**src/rtl/tw_pkg.sv**
```systemverilog
package tw_pkg;
  localparam int ADDR_W = 5;
  localparam int DATA_W = 8;
  localparam int CMD_W  = ADDR_W + 3;

  typedef enum logic [1:0] {PH_CMD, PH_DATA, PH_DONE} phase_e;

  typedef struct packed {
    logic              wen;      // bit 7: write permitted
    logic              ram_sel;  // bit 6: 1 = scratch RAM
    logic [ADDR_W-1:0] addr;     // bits 5..1
    logic              rd;       // bit 0: 1 = read
  } cmd_t;
endpackage

```
**src/rtl/tw_sync.sv**
```systemverilog
module tw_sync #(
  parameter int W      = 3,
  parameter int STAGES = 2
) (
  input  logic         clk,
  input  logic         rst_n,
  input  logic [W-1:0] async_i,
  output logic [W-1:0] sync_o
);
  logic [W-1:0] chain [STAGES];

  generate
    for (genvar s = 0; s < STAGES; s++) begin : g_stage
      if (s == 0) begin : g_first
        always_ff @(posedge clk or negedge rst_n)
          if (!rst_n) chain[0] <= '0;
          else        chain[0] <= async_i;
      end else begin : g_next
        always_ff @(posedge clk or negedge rst_n)
          if (!rst_n) chain[s] <= '0;
          else        chain[s] <= chain[s-1];
      end
    end
  endgenerate

  assign sync_o = chain[STAGES-1];
endmodule

```
**src/rtl/tw_ram.sv**
```systemverilog
module tw_ram #(
  parameter int AW    = 5,
  parameter int DW    = 8,
  parameter int DEPTH = (1 << AW) - 1
) (
  input  logic          clk,
  input  logic          rst_n,
  input  logic          we_i,
  input  logic [AW-1:0] waddr_i,
  input  logic [DW-1:0] wdata_i,
  input  logic [AW-1:0] raddr_i,
  output logic [DW-1:0] rdata_o
);
  localparam logic [AW-1:0] TOP = AW'(DEPTH - 1);

  logic [DW-1:0] mem [DEPTH];

  generate
    for (genvar i = 0; i < DEPTH; i++) begin : g_word
      always_ff @(posedge clk or negedge rst_n)
        if (!rst_n)                              mem[i] <= '0;
        else if (we_i && waddr_i == AW'(i))      mem[i] <= wdata_i;
    end
  endgenerate

  assign rdata_o = (raddr_i <= TOP) ? mem[raddr_i] : '0;
endmodule

```
**src/rtl/tw_seq.sv**
```systemverilog
module tw_seq
  import tw_pkg::*;
(
  input  logic              clk,
  input  logic              rst_n,
  input  logic              en_s,
  input  logic              sclk_s,
  input  logic              din_s,
  input  logic [DATA_W-1:0] rd_data_i,
  output logic              wr_stb_o,
  output logic              wr_ram_o,
  output logic [ADDR_W-1:0] wr_addr_o,
  output logic [DATA_W-1:0] wr_data_o,
  output logic [ADDR_W-1:0] rd_addr_o,
  output logic              rd_ram_o,
  output logic              dout_o,
  output logic              oe_o
);
  localparam int CNT_W = $clog2((CMD_W > DATA_W) ? CMD_W : DATA_W);
  localparam logic [ADDR_W-1:0] BURST = {ADDR_W{1'b1}};
  localparam logic [ADDR_W-1:0] LAST  = BURST - 1'b1;

  logic              sclk_q;
  logic              rise, fall;
  phase_e            ph;
  cmd_t              cmd_q;
  logic [CMD_W-1:0]  csh;
  logic [DATA_W-1:0] dsh;
  logic [CNT_W-1:0]  cnt;
  logic [ADDR_W-1:0] addr_q;
  logic              burst_q;
  cmd_t              new_cmd;
  logic [DATA_W-1:0] new_data;
  logic              byte_end;

  assign rise     = sclk_s & ~sclk_q;
  assign fall     = ~sclk_s & sclk_q;
  assign new_cmd  = cmd_t'({din_s, csh[CMD_W-1:1]});
  assign new_data = {din_s, dsh[DATA_W-1:1]};
  assign byte_end = (cnt == CNT_W'(DATA_W - 1));

  assign wr_ram_o  = cmd_q.ram_sel;
  assign rd_ram_o  = cmd_q.ram_sel;
  assign rd_addr_o = addr_q;

  always_ff @(posedge clk or negedge rst_n) begin
    if (!rst_n) begin
      sclk_q    <= 1'b0;
      ph        <= PH_CMD;
      cmd_q     <= '0;
      csh       <= '0;
      dsh       <= '0;
      cnt       <= '0;
      addr_q    <= '0;
      burst_q   <= 1'b0;
      wr_stb_o  <= 1'b0;
      wr_addr_o <= '0;
      wr_data_o <= '0;
      dout_o    <= 1'b0;
      oe_o      <= 1'b0;
    end else begin
      sclk_q   <= sclk_s;
      wr_stb_o <= 1'b0;
      if (!en_s) begin
        ph   <= PH_CMD;
        cnt  <= '0;
        oe_o <= 1'b0;
      end else begin
        if (rise) begin
          case (ph)
            PH_CMD: begin
              csh <= new_cmd;
              if (cnt == CNT_W'(CMD_W - 1)) begin
                cmd_q   <= new_cmd;
                ph      <= PH_DATA;
                cnt     <= '0;
                burst_q <= (new_cmd.addr == BURST);
                addr_q  <= (new_cmd.addr == BURST) ? '0 : new_cmd.addr;
              end else begin
                cnt <= cnt + 1'b1;
              end
            end
            PH_DATA: begin
              dsh <= new_data;
              if (byte_end) begin
                if (!cmd_q.rd) begin
                  wr_stb_o  <= cmd_q.wen;
                  wr_data_o <= new_data;
                  wr_addr_o <= addr_q;
                end
                cnt <= '0;
                if (burst_q && addr_q != LAST) begin
                  addr_q <= addr_q + 1'b1;
                end else begin
                  ph   <= PH_DONE;
                  oe_o <= 1'b0;
                end
              end else begin
                cnt <= cnt + 1'b1;
              end
            end
            default: ;
          endcase
        end
        if (fall && ph == PH_DATA && cmd_q.rd) begin
          dout_o <= rd_data_i[cnt];
          oe_o   <= 1'b1;
        end
      end
    end
  end

  AST_STB_ONE_CYCLE: assert property (@(posedge clk) disable iff (!rst_n)
    wr_stb_o |=> !wr_stb_o);
  AST_STB_AFTER_RISE: assert property (@(posedge clk) disable iff (!rst_n)
    wr_stb_o |-> $past(rise));
  AST_STB_NEEDS_WEN: assert property (@(posedge clk) disable iff (!rst_n)
    wr_stb_o |-> cmd_q.wen);
  AST_STB_NOT_READ: assert property (@(posedge clk) disable iff (!rst_n)
    wr_stb_o |-> !cmd_q.rd);
  AST_OE_ONLY_READ: assert property (@(posedge clk) disable iff (!rst_n)
    oe_o |-> (cmd_q.rd && ph != PH_CMD));
  AST_WR_ADDR_RANGE: assert property (@(posedge clk) disable iff (!rst_n)
    wr_stb_o |-> (wr_addr_o <= LAST));
endmodule

```
**src/rtl/tw_serial_slave.sv**
```systemverilog
module tw_serial_slave
  import tw_pkg::*;
(
  input  logic              clk,
  input  logic              rst_n,
  input  logic              ser_en_i,
  input  logic              ser_clk_i,
  input  logic              ser_dat_i,
  output logic              ser_dat_o,
  output logic              ser_dat_oe,
  output logic              reg_wr_o,
  output logic [ADDR_W-1:0] reg_addr_o,
  output logic [DATA_W-1:0] reg_wdata_o,
  input  logic [DATA_W-1:0] reg_rdata_i
);
  localparam int SYNC_STAGES = 2;
  localparam int RAM_DEPTH   = (1 << ADDR_W) - 1;

  logic [2:0]        pins_s;
  logic              wr_stb, wr_ram, rd_ram;
  logic [ADDR_W-1:0] wr_addr, rd_addr;
  logic [DATA_W-1:0] wr_data, ram_rdata, rd_data;

  tw_sync #(.W(3), .STAGES(SYNC_STAGES)) u_sync (
    .clk     (clk),
    .rst_n   (rst_n),
    .async_i ({ser_en_i, ser_clk_i, ser_dat_i}),
    .sync_o  (pins_s)
  );

  tw_seq u_seq (
    .clk       (clk),
    .rst_n     (rst_n),
    .en_s      (pins_s[2]),
    .sclk_s    (pins_s[1]),
    .din_s     (pins_s[0]),
    .rd_data_i (rd_data),
    .wr_stb_o  (wr_stb),
    .wr_ram_o  (wr_ram),
    .wr_addr_o (wr_addr),
    .wr_data_o (wr_data),
    .rd_addr_o (rd_addr),
    .rd_ram_o  (rd_ram),
    .dout_o    (ser_dat_o),
    .oe_o      (ser_dat_oe)
  );

  tw_ram #(.AW(ADDR_W), .DW(DATA_W), .DEPTH(RAM_DEPTH)) u_ram (
    .clk     (clk),
    .rst_n   (rst_n),
    .we_i    (wr_stb & wr_ram),
    .waddr_i (wr_addr),
    .wdata_i (wr_data),
    .raddr_i (rd_addr),
    .rdata_o (ram_rdata)
  );

  assign rd_data     = rd_ram ? ram_rdata : reg_rdata_i;
  assign reg_wr_o    = wr_stb & ~wr_ram;
  assign reg_addr_o  = wr_stb ? wr_addr : rd_addr;
  assign reg_wdata_o = wr_data;

  AST_OE_RELEASED: assert property (@(posedge clk) disable iff (!rst_n)
    (!ser_en_i && !$past(ser_en_i) && !$past(ser_en_i, 2)) |=> !ser_dat_oe);
endmodule

```
**config.mk**
```make
export PLATFORM = sky130hd
export DESIGN_NAME = tw_serial_slave
export DESIGN_NICKNAME = d
export VERILOG_FILES = /design/src/rtl/tw_pkg.sv /design/src/rtl/tw_sync.sv /design/src/rtl/tw_ram.sv /design/src/rtl/tw_seq.sv /design/src/rtl/tw_serial_slave.sv
export SDC_FILE = /design/constraint.sdc
export NUM_CORES = 1
export LEC_CHECK = 0
export BUFFER_PORTS_ARGS = -buffer_cell sky130_fd_sc_hd__buf_4
export CAP_MARGIN = 10
export CORE_MARGIN = 1
export CORE_UTILIZATION = 26
export DETAILED_ROUTE_END_ITERATION = 16
export GPL_ROUTABILITY_DRIVEN = 0
export PLACE_DENSITY_LB_ADDON = 0.12
export SYNTH_ARGS = -nofsm -noshare
export SYNTH_HDL_FRONTEND = slang
export SYNTH_SLANG_ARGS = --single-unit
```
**constraint.sdc**
```tcl
create_clock -name clk -period 3.2 [get_ports clk]
set_input_delay 0.96 -clock clk [delete_from_list [all_inputs] [get_ports clk]]
set_output_delay 0.96 -clock clk [all_outputs]
set_load 0.005 [all_outputs]
```
Word level (Yosys, flattened, before mapping)
Index checks and enable logic that the tools add are counted.

Add/subtract/negate cells: 2. Multipliers: 0. Divide/modulo/power cells: 0. Magnitude comparators: 3. Equal/unequal tests: 47. Shifts and indexed selects: 0. Muxes and demuxes: 34. Bitwise logic cells: 9. Reduce and logical (&&, ||, !) cells: 47.

Operators with widths (count): $eq A5 B5 Y1 const B (16); $bmux W8 S5 (1); $eq A5 B4 Y1 const B (8); $logic_and A1 B1 Y1 (34); $mux W8 (4); $mux W5 (5); $eq A5 B3 Y1 const B (4); $mux W1 (12); $mux W3 (4); $ne A3 B1 Y1 const B (4); $eq A5 B2 Y1 const B (2); $mux W2 (5); $pmux W5 S2 (1); $reduce_and A5 Y1 (2); $ne A2 B1 Y1 const B (4); $reduce_and A4 Y1 (2); $ge A6 B6 Y1 const B (1); $ne A3 B2 Y1 const B (2); $ne A3 B3 Y1 const B (2); $not A5 Y6 (1); $reduce_and A3 Y1 (2); $reduce_and A6 Y1 (1); $add A5 B1 Y5 const B (1); $eq A5 B1 Y1 const B (1); other kinds (16) (23).

Flip-flop bits (word level): 301. Latch bits: 0. Memory bits (writable): 0. ROM bits: 0. Bits of input ports: 13. Output and inout bits: 16. Word-level logic and storage cells: 190. Memories kept: 0.

Depth between registers and ports, before layout
Gate-level depths: netlist of run 1.

Word-level depth: 8. Gate-level depth with buffers: 12. Mapped depth without buffers: 8.

By module
From an unflattened synthesis of run 1, not the netlist that was laid out.

Cells, all modules: 936. Area total of the unflattened synthesis: 13924.6 um^2.

By module, submodules not included: tw_ram (times used 1, cells each 754, area each 11436.0 um^2, sequential area each 6206.0 um^2); tw_seq (times used 1, cells each 156, area each 2085.8 um^2, sequential area each 1126.1 um^2); tw_serial_slave (times used 1, cells each 17, area each 230.2 um^2, sequential area each 0.0 um^2); tw_sync (times used 1, cells each 9, area each 172.7 um^2, sequential area each 150.1 um^2).

Least setup slack after synthesis of run 1
Ideal clock, no wire load.

Path kind: reg-to-reg. From: register u_seq.addr_q[0], in the netlist u_seq.rd_addr_o[0]. To: register u_seq.addr_q[1], in the netlist u_seq.rd_addr_o[1]. Library setup time: 130 ps. Data arrival time: 2371 ps. Data required time: 3070 ps. Slack: 699 ps. Cell stages (with the launch flop): 13. Buffers on the path: 5. Clock period less this slack: 2501 ps. Cells stage by stage: dfrtp_1 buf_4 buf_6 buf_4 buf_2 inv_1 ha_1 nand4_1 a21boi_0 or2_2 clkbuf_1 a311oi_1 a21oi_1.

Cells in the longest elaborated chain, start to end: 4. Elaborated cells between the ends (all ways): 8. Classes of those cells: add/sub: 1; eq/ne: 2; mux: 3; reduce/logical: 2.

RTL lines: start: declaration (RTL line tw_seq.sv:30) `logic [ADDR_W-1:0] addr_q;`; start signal: assignment (RTL line tw_seq.sv:78) `addr_q <= (new_cmd.addr == BURST) ? '0 : new_cmd.addr;`; start signal: assignment (RTL line tw_seq.sv:93) `addr_q <= addr_q + 1'b1;`; $add A5 B1 Y5 / $ne A5 B5 Y1 (equally long branches) (RTL line tw_seq.sv:93, tw_seq.sv:92); $mux W5 / $logic_and A1 B1 Y1 (equally long branches) (RTL line tw_seq.sv:92) `if (burst_q && addr_q != LAST) begin`; $mux W5 / $ne A2 B1 Y1 (equally long branches); $pmux W5 S2 / $reduce_and A6 Y1 (equally long branches).

Parallel ways exist; a longest one is shown, timed or not. The select of a mux whose other input is x is not followed. A chain may end at the register's enable or synchronous reset.

Final worst setup path of run 1
From: register u_seq.addr_q[0], in the netlist u_seq.rd_addr_o[0]. To: output reg_addr_o[0].

Cells in the longest elaborated chain, start to end: 1.

RTL lines: $mux W5 (RTL line tw_serial_slave.sv:60) `assign reg_addr_o = wr_stb ? wr_addr : rd_addr;`; end: declaration (RTL line tw_serial_slave.sv:12) `output logic [ADDR_W-1:0] reg_addr_o,`.

No other way between the ends.

==> results of run 1 <==
==> timing repair <==
item                       4_1_cts  5_1_grt
hold endpoints to repair         0        0
resized for setup                1        0
setup endpoints to repair        1        0
==> metal layers <==
metal  vias up  GRT usage [%]  part of all wire, %
met4         0           4.75                  2.3
met5         -              0                    0
li1       3696              -                    -
met2       125           23.9                   47
met1      4350           21.3                   48
met3        53           2.14                  3.2
==> cell type report <==
cell class	count	area [sq um]
clock inverters	10	160
fillers	5105	35500
inverters	7	26.3
multi-input cells	592	5920
clock buffers	54	1090
well taps	680	851
flip-flops and latches	299	7490
repair buffers	89	763
==> registers in the layout, summed over array words and instances, names as in the netlist, 5 cells and up <==
register	cells
u_seq.csh	7
u_seq.dsh	7
u_seq.wr_addr_o	5
u_ram.mem	248
u_seq.rd_addr_o	5
u_seq.wr_data_o	8
==> critical path, cell delays in order (launching register included) <==
cell and delay [ns]:
dfrtp_4 0.60, buf_4 0.27, buf_4 0.18, inv_1 0.08, o21ai_0 0.25, buf_4 0.17
==> power by group <==
part / internal (mW) / switching (mW) / leakage (nW) / total (mW)
clock: 2.68 / 1.66 / 0.601 / 4.33
combinational: 0.0662 / 0.111 / 2.71 / 0.177
sequential: 3.82 / 0.0361 / 4.14 / 3.86
==> worst max-delay path by stage <==
stage                                   from                  to  slack [ns]  depth (start not counted)
after global placement    u_seq.rd_addr_o[0]        u_seq.dout_o        0.40                          8
final                     u_seq.rd_addr_o[0]       reg_addr_o[0]        0.15                          5
after CTS                 u_seq.rd_addr_o[0]       reg_addr_o[0]        0.03                          5
after floorplan           u_seq.rd_addr_o[0]  u_seq.rd_addr_o[1]        0.70                         12
after global routing      u_seq.rd_addr_o[3]       reg_addr_o[3]        0.02                          3
after detailed placement  u_seq.rd_addr_o[0]        u_seq.dout_o        0.42                          8
==> synth_stat cells, drive strengths merged (5+ instances only) <==
cell type,number,area share (%)
a21oi,11,0.40
a221oi,5,0.36
a22oi,7,0.38
a31oi,6,0.27
buf,19,0.95
clkbuf,51,1.4
dfrtp,299,54
inv,6,0.16
mux2,279,23
mux2i,31,2.3
mux4,50,8.2
nand2,30,0.82
nand2b,11,0.50
nand3,15,0.55
nand4,5,0.23
nor2,43,1.2
nor2b,9,0.41
nor3,7,0.25
o21ai,23,0.84
or2,7,0.32
==> cells by family (layout without fill, tap and decap cells) <==
logic type / Yosys count / in the layout / synth area share, %
AO/OA/AOI/OAI: 85 / 85 / 4.22
multiplexers: 360 / 360 / 33.3
buffers and inverters: 77 / 160 / 2.53
flip-flops: 299 / 299 / 54.4
AND/OR/NAND/NOR: 143 / 143 / 5.20
adder cells (fa/ha/maj): 4 / 4 / 0.364
==> per-stage QoR <==
step | total power, mW | setup slack, ns | std cells
floorplan | 3.97 | 0.699 | 968
global placement | 4.11 | 0.404 | 1667
detailed placement | 4.11 | 0.417 | 1667
CTS | 8.52 | 0.0259 | 1731
global route | 8.70 | 0.0190 | 1731
finish | 8.36 | 0.151 | 1731
==> impl_metrics.tcl, run 1 <==
set metrics [dict create \
    maxCapViolCount 0 \
    r2r_cells 7 \
    avgSynthCellArea_sq_um 14.2 \
    synth_cell_type_count 53 \
    drc_errors 0 \
    final_common_cell "dfrtp_1" \
    cp.arrival_ns 2.09 \
    grt.total_usage_pct 15.1 \
    die_w_um 232 \
    finalHoldViolations 0 \
    clockBufferDepth 3 \
    cts_tree "done" \
    antenna_found_initial 1 \
    layout.nets 1043 \
    die_h_um 232 \
    netlist_instances 968 \
    fin_util_pct 31.5 \
    path_clk_slew_ns 0.06 \
    synth_fp_nets 985 \
    stdcell_area_sq_mm 0.0163 \
    design.core.area_sq_mm 0.0518 \
    cellPowerDensity_mw_per_mm2 513 \
    finalClockSkew_ns 0.0147 \
    async_reset_ff_share_pct 100 \
    cts-buffers-inserted 37 \
    r2r_slack_ns 0.42 \
    finalCriticalPeriod_ns 3.05 \
    tns_ns 0 \
    hpwl_mm 25.6 \
    syn_area_sq_mm 0.0138 \
    drive_above_1_share_pct 46.2 \
    synthFlopType "dfrtp_1" \
    rsz0062_at_grt "no" \
    antenna_cells 0 \
    holdPathStages 0 \
    final_max_slew_viol_count 0 \
    hold_class "reg -> reg" \
    clk_latency_ns 0.54 \
    start_util_pct 26.5 \
    detail_route.wl_per_cell_um 22.6 \
    portBuffers 28 \
    final_cell_mix "dfrtp_1, mux2_2, buf_4, mux4_2, nor2_1" \
    wirelength_mm 39.1 \
    post-cts-setup-buffers 0 \
    cts_hold_buffers 0 \
    required_ns 2.24 \
    area_growth_pct 18.5 \
    placed_area_sq_mm 0.0151 \
    grt_max_degree 74 \
    seq_area_frac_synth_pct 54.4 \
    core.rowCount 83 \
    r2r_end "u_seq.dout_o" \
    r2r_start "u_seq.rd_addr_o[0]" \
    min_from "u_sync.chain[4]" \
    status "finished, final reports clean" \
    io_pins 29 \
    postRouteAntennaNets 0 \
    grt_pass1_wl_mm 60.4 \
    timing.slew.headroom_pct 43.4 \
    critPathKind "reg -> out" \
    setup_viol 0 \
    start_kind "flip-flop" \
    routed_via_density 4.75 \
    dieArea_sq_mm 0.0538 \
    cp_max_fo 12 \
    synth_seq_cells 299 \
    holdWs_ns 0.347 \
    fin_crit_sh_pct 95.3 \
    p_leak_nw 7.45 \
    min_to "u_sync.sync_o[1]" \
    htreeDepth 2 \
    grt_pass1_vias 8790 \
    cts_sinks 299 \
    yosys_warnings 0 \
    vias 8224 \
    synth-edff-count 0 \
    overflow 0 \
    worst_slew_pin_slew_ns 0.846 \
    end_kind "primary output" \
    drtIter0Drc 446 \
    peakVddDrop_uv 282 \
    max_freq_ghz 0.328 \
    cts_root_buf "clkbuf_16" \
    drtPass1Iterations 4 \
]
Note: power is estimated with default switching activity, not from simulation.
==> run 2, diff against run 1 <==
Settings changed: CORE_UTILIZATION 26 to 40, CTS_CLUSTER_SIZE from default to 40.
==> run 2 against run 1 <==
  * Register-to-register slack better by 0.04 ns
  * Sequential power hardly changed
  * Routed wire length is 12% lower
  * Largest power group unchanged
==> impl_metrics.tcl, run 2 (synthesis gave the netlist of run 1 again) <==
set metrics [dict create \
    status "finished, final reports clean" \
    holdPathStages 0 \
    end_kind "primary output" \
    rsz0062_at_grt "no" \
    cp_slowest_cell "dfrtp_1" \
    cts_sinks 299 \
    die_w_um 187 \
    clk_latency_ns 0.51 \
    slowest_delay_ns 0.51 \
    setup_viol 0 \
    r2r_cells 7 \
    peakVddDrop_uv 299 \
    post-cts-setup-buffers 0 \
    min_from "u_sync.chain[4]" \
    top_usage_layer "met2" \
    portBuffers 28 \
    multi_input_area_sq_mm 0.00592 \
    detail_route.wl_per_cell_um 23.2 \
    r2r_end "u_seq.dout_o" \
    cp.arrival_ns 2.07 \
    regMostFlops "u_ram.mem" \
    fillers 2993 \
    min_to "u_sync.sync_o[1]" \
    use_met2_pct 33.3 \
    r2r_slack_ns 0.46 \
    tns_ns 0 \
    die_h_um 187 \
    fin_crit_sh_pct 94.6 \
    grt.total_usage_pct 20.5 \
    cts_root_buf "clkbuf_16" \
    start_util_pct 40.8 \
    path_cells "clkinv_1 -> o21ai_0 -> buf_4" \
    finalClockSkew_ns 0.0145 \
    finalHoldViolations 0 \
    clockBufferDepth 3 \
    drc_errors 0 \
    vias 8217 \
    start_kind "flip-flop" \
    cellPowerDensity_mw_per_mm2 507 \
    worst_slew_pin_slew_ns 0.901 \
    final_cell_mix "dfrtp_1, mux2_2, buf_4, mux4_2, nor2_1" \
    overflow 0 \
    wirelength_mm 34.2 \
    cts_resized 0 \
    reg_top3 "u_ram.mem x248, u_seq.wr_data_o x8" \
    drtPass1Iterations 7 \
    grt_pass1_vias 8775 \
    io_pins 29 \
    max_freq_ghz 0.330 \
    final_common_cell "dfrtp_1" \
    final_max_slew_viol_count 0 \
    use_met3_pct 3.23 \
    cts_tree "done" \
    routed_via_density 5.56 \
    cts_hold_buffers 0 \
    required_ns 2.24 \
    critPathKind "reg -> out" \
    holdWs_ns 0.351 \
    r2r_start "u_seq.rd_addr_o[0]" \
    p_leak_nw 7.33 \
    grt_pass1_wl_mm 55.2 \
    path_clk_slew_ns 0.05 \
    hold_class "reg -> reg" \
    largest_reg_flops 248 \
    maxCapViolCount 0 \
    grt_use_met1_pct 28.9 \
    design.core.area_sq_mm 0.0337 \
    drive_above_1_share_pct 45.2 \
    hpwl_mm 22.3 \
    grt_max_degree 63 \
    regArea_sq_mm 0.00749 \
    finalCriticalPeriod_ns 3.03 \
    antenna_found_initial 0 \
    area_growth_pct 14.7 \
    postRouteAntennaNets 0 \
    htreeDepth 2 \
    cp_max_fo 9 \
    dieArea_sq_mm 0.0351 \
    drtIter0Drc 366 \
    cts-buffers-inserted 36 \
    core.rowCount 67 \
    layout.nets 1027 \
    timing.slew.headroom_pct 39.7 \
]
==> run 2: cell types whose count changed in the layout (fill, tap and decap cells not counted), sizes merged <==
cell	before	now
buf	89	74
bufinv	4	2
clkbuf	54	51
clkinv	3	5
clkinvlp	4	0
diode	0	1
==> run 2: worst max-delay path by stage <==
stage                        from                 end  slack, ns  cells past startpoint
2_1_floorplan  u_seq.rd_addr_o[0]  u_seq.rd_addr_o[1]       0.70                     12
3_3_place_gp   u_seq.rd_addr_o[0]        u_seq.dout_o       0.42                      8
3_5_place_dp   u_seq.rd_addr_o[0]        u_seq.dout_o       0.43                      8
4_1_cts        u_seq.rd_addr_o[3]       reg_addr_o[3]       0.15                      3
5_1_grt        u_seq.rd_addr_o[3]       reg_addr_o[3]       0.15                      3
6_report       u_seq.rd_addr_o[3]       reg_addr_o[3]       0.17                      3
==> run 2: cell type report <==
type                       instances  area share [%]
clock inverter                     6           0.508
clock buffer                      51            6.71
multi-input combinational        592            37.5
tap                              448            3.55
antenna                            1          0.0159
sequential                       299            47.5
inverter                           7           0.167
timing repair buffer              74            4.04
==> run 2: power by group <==
part           internal, mW  switching, mW  total (mW)
Combinational        0.0644          0.105       0.170
Clock                  2.44           1.53        3.97
Sequential             3.82         0.0384        3.86
==> run 2: critical path, delay by kind of cell, from the launching register on <==
family          cells  cell delay (ns)
buf+inv             2             0.65
flops               1             0.51
compound gates      1             0.40
==> run 2: per-stage QoR <==
stage | worst slack (ns) | power (mW) | util [%] | instance area, sq um | instances
6_report | 0.173 | 8.00 | 46.8 | 15800 | 1478
5_1_grt | 0.145 | 8.29 | 46.8 | 15800 | 1477
2_1_floorplan | 0.699 | 3.97 | - | 13800 | 968
4_1_cts | 0.148 | 8.09 | 46.8 | 15800 | 1477
3_5_place_dp | 0.434 | 4.10 | 43.4 | 14600 | 1420
3_3_place_gp | 0.418 | 4.10 | 43.4 | 14600 | 1420
==> run 2: layer usage <==
layer	vias up	routed length, um
met1	4389	15900
met3	46	1170
li1	3658	-
met2	124	16600
met4	0	556
met5	-	0
==> run 3, diff against run 2 <==
Settings changed: SYNTH_HIERARCHICAL from default to 1.
==> run 3 against run 2 <==
  * Critical path depth rose by 5
  * Clock skew rose by 0.013 ns
  * Clock power fell by 7.1%
  * Die area rose by 1.2%
  * Total power fell by 3.2%
  * Non-clock buffer count fell by 8
  * Worst hold slack got worse by 0.0038 ns
  * Sequential cell count did not move
  * Global-route usage fell by 0.39 points
==> impl_metrics.tcl, run 3 <==
set metrics [dict create \
    status "finished, final reports clean" \
    worst_slew_pin_slew_ns 0.722 \
    cts_hold_buffers 0 \
    start_kind "flip-flop" \
    antenna_found_initial 0 \
    holdWs_ns 0.347 \
    design.core.area_sq_mm 0.0339 \
    place_ws_ns 0.216 \
    regMostFlops "u_ram/mem" \
    synth_seq_cells 299 \
    postRouteAntennaNets 0 \
    path_clk_slew_ns 0.06 \
    maxCapViolCount 0 \
    synth-edff-count 0 \
    wirelength_mm 34.1 \
    peakVddDrop_uv 421 \
    fillers 3072 \
    grt_pass1_wl_mm 53.8 \
    netlist_top_cells_area "dfrtp_1, mux2_2, mux4_2, mux2_4, mux2i_1" \
    htreeDepth 2 \
    stdcell_area_sq_mm 0.0158 \
    cts_tree "done" \
    vias 7986 \
    rsz0062_at_grt "no" \
    portBuffers 28 \
    placed_area_sq_mm 0.0147 \
    avgSynthCellArea_sq_um 14.9 \
    core.rowCount 67 \
    clk_latency_ns 0.53 \
    cts_sinks 299 \
    setup_ws_ns 0.228 \
    drc_errors 0 \
    cts-buffers-inserted 35 \
    yosys.area.top_type "dfrtp_1" \
    r2r_slack_ns 0.23 \
    r2r_start "u_seq/rd_addr_o[0]" \
    yosys_warnings 6 \
    synth_commonest_cells "dfrtp_1, mux2_2, mux4_2, clkbuf_1, nand2_1" \
    required_ns 3.59 \
    synthFlopType "dfrtp_1" \
    antenna_cells 0 \
    holdPathStages 0 \
    drtIter0Drc 502 \
    finalHoldViolations 0 \
    layout.nets 989 \
    final_max_slew_viol_count 0 \
    yosysMostFrequentCell "dfrtp_1" \
    r2r_cells 8 \
    start_util_pct 41.1 \
    async_reset_ff_share_pct 100 \
    end_kind "flip-flop" \
    max_freq_ghz 0.336 \
    io_pins 29 \
    finalClockSkew_ns 0.0276 \
    largest_reg_flops 248 \
    seq_area_frac_synth_pct 53.7 \
    drtPass1Iterations 5 \
    synth_fp_nets 953 \
    min_from "u_sync/chain[3]" \
    fin_crit_sh_pct 92.9 \
    routed_via_density 5.54 \
    die_w_um 189 \
    min_to "u_sync/sync_o[0]" \
    tns_ns 0 \
    p_leak_nw 7.35 \
    dieArea_sq_mm 0.0356 \
    syn_area_sq_mm 0.0139 \
    final_common_cell "dfrtp_1" \
    grt.total_usage_pct 20.1 \
    clockBufferDepth 3 \
    cp_max_fo 15 \
    overflow 0 \
    die_h_um 189 \
    post-cts-setup-buffers 0 \
    grt_max_degree 75 \
    area_growth_pct 13.2 \
    finalCriticalPeriod_ns 2.97 \
    cellPowerDensity_mw_per_mm2 491 \
    final_cell_mix "dfrtp_1, mux2_2, buf_4, mux4_2, clkbuf_16" \
    synth_cell_type_count 48 \
    drive_above_1_share_pct 48.8 \
    grt_pass1_vias 8449 \
    netlist_instances 936 \
    detail_route.wl_per_cell_um 23.7 \
    reg_top3 "u_ram/mem x248, u_seq/wr_data_o x8" \
    cp.arrival_ns 3.36 \
    critPathKind "reg -> reg" \
    cts_resized 0 \
    timing.slew.headroom_pct 51.5 \
    r2r_end "u_seq/dout_o" \
    hold_class "reg -> reg" \
    netlist.area_leader.share_pct 53.7 \
    cts_root_buf "clkbuf_16" \
    hpwl_mm 22.6 \
    setup_viol 0 \
]
-- run 3: kinds of logic after synthesis --
family | Yosys count | synth area share [%]
muxes | 368 | 34.3
DFF | 299 | 53.7
and+or+nand+nor | 117 | 5.19
buffers and inverters | 78 | 2.92
AOI/OAI and AO/OA | 70 | 3.47
adders and majority gates | 4 | 0.359
-- run 3: layout make-up --
class | count | area [sq um] | share of cell area [%]
sequential | 299 | 7490 | 47.5
multi-input combinational | 559 | 6040 | 38.3
clock buffer | 50 | 992 | 6.29
timing repair buffer | 66 | 591 | 3.75
tap | 448 | 561 | 3.56
clock inverter | 9 | 56.3 | 0.357
inverter | 11 | 41.3 | 0.262
-- run 3: through the flow --
step	power [mW]	util (%)	std cells
after CTS	7.87	46.6	1442
final	7.74	46.6	1442
after global routing	8.04	46.6	1442
after detailed placement	4.12	43.5	1383
after floorplan	3.99	-	936
after global placement	4.12	43.5	1383
-- run 3: worst max-delay path by stage --
stage,from,to,slack [ns],depth (start not counted)
floorplan,u_seq/rd_addr_o[1],u_seq/dout_o,0.45,9
global placement,u_seq/rd_addr_o[1],u_seq/dout_o,0.22,9
detailed placement,u_seq/rd_addr_o[1],u_seq/dout_o,0.22,9
CTS,u_seq/rd_addr_o[1],u_seq/dout_o,0.21,9
global route,u_seq/rd_addr_o[1],u_seq/dout_o,0.13,8
finish,u_seq/rd_addr_o[0],u_seq/dout_o,0.23,8
-- run 3: worst max-delay path, cell delays in order (launching register included) --
cell and delay [ns]:
dfrtp_4 0.63, buf_12 0.20, mux4_2 0.51, o22ai_1 0.36, nor3_1 0.12, mux2_4 0.27, mux4_2 0.48, mux2i_1 0.16
a31oi_1 0.09
-- run 3: report_power, final --
part | switching, mW | leakage [nW] | internal [mW]
logic | 0.109 | 2.68 | 0.0677
registers | 0.0447 | 4.14 | 3.82
clock network | 1.54 | 0.522 | 2.15
-- run 3: routing by layer --
layer  vias to the layer above  track usage, %  share of wire, %
li1                       3547               -                 -
met1                      4236            29.2                48
met3                        52            3.11               3.6
met2                       149            30.6                45
met4                         2            6.30               2.6
met5                         -            1.51              0.21
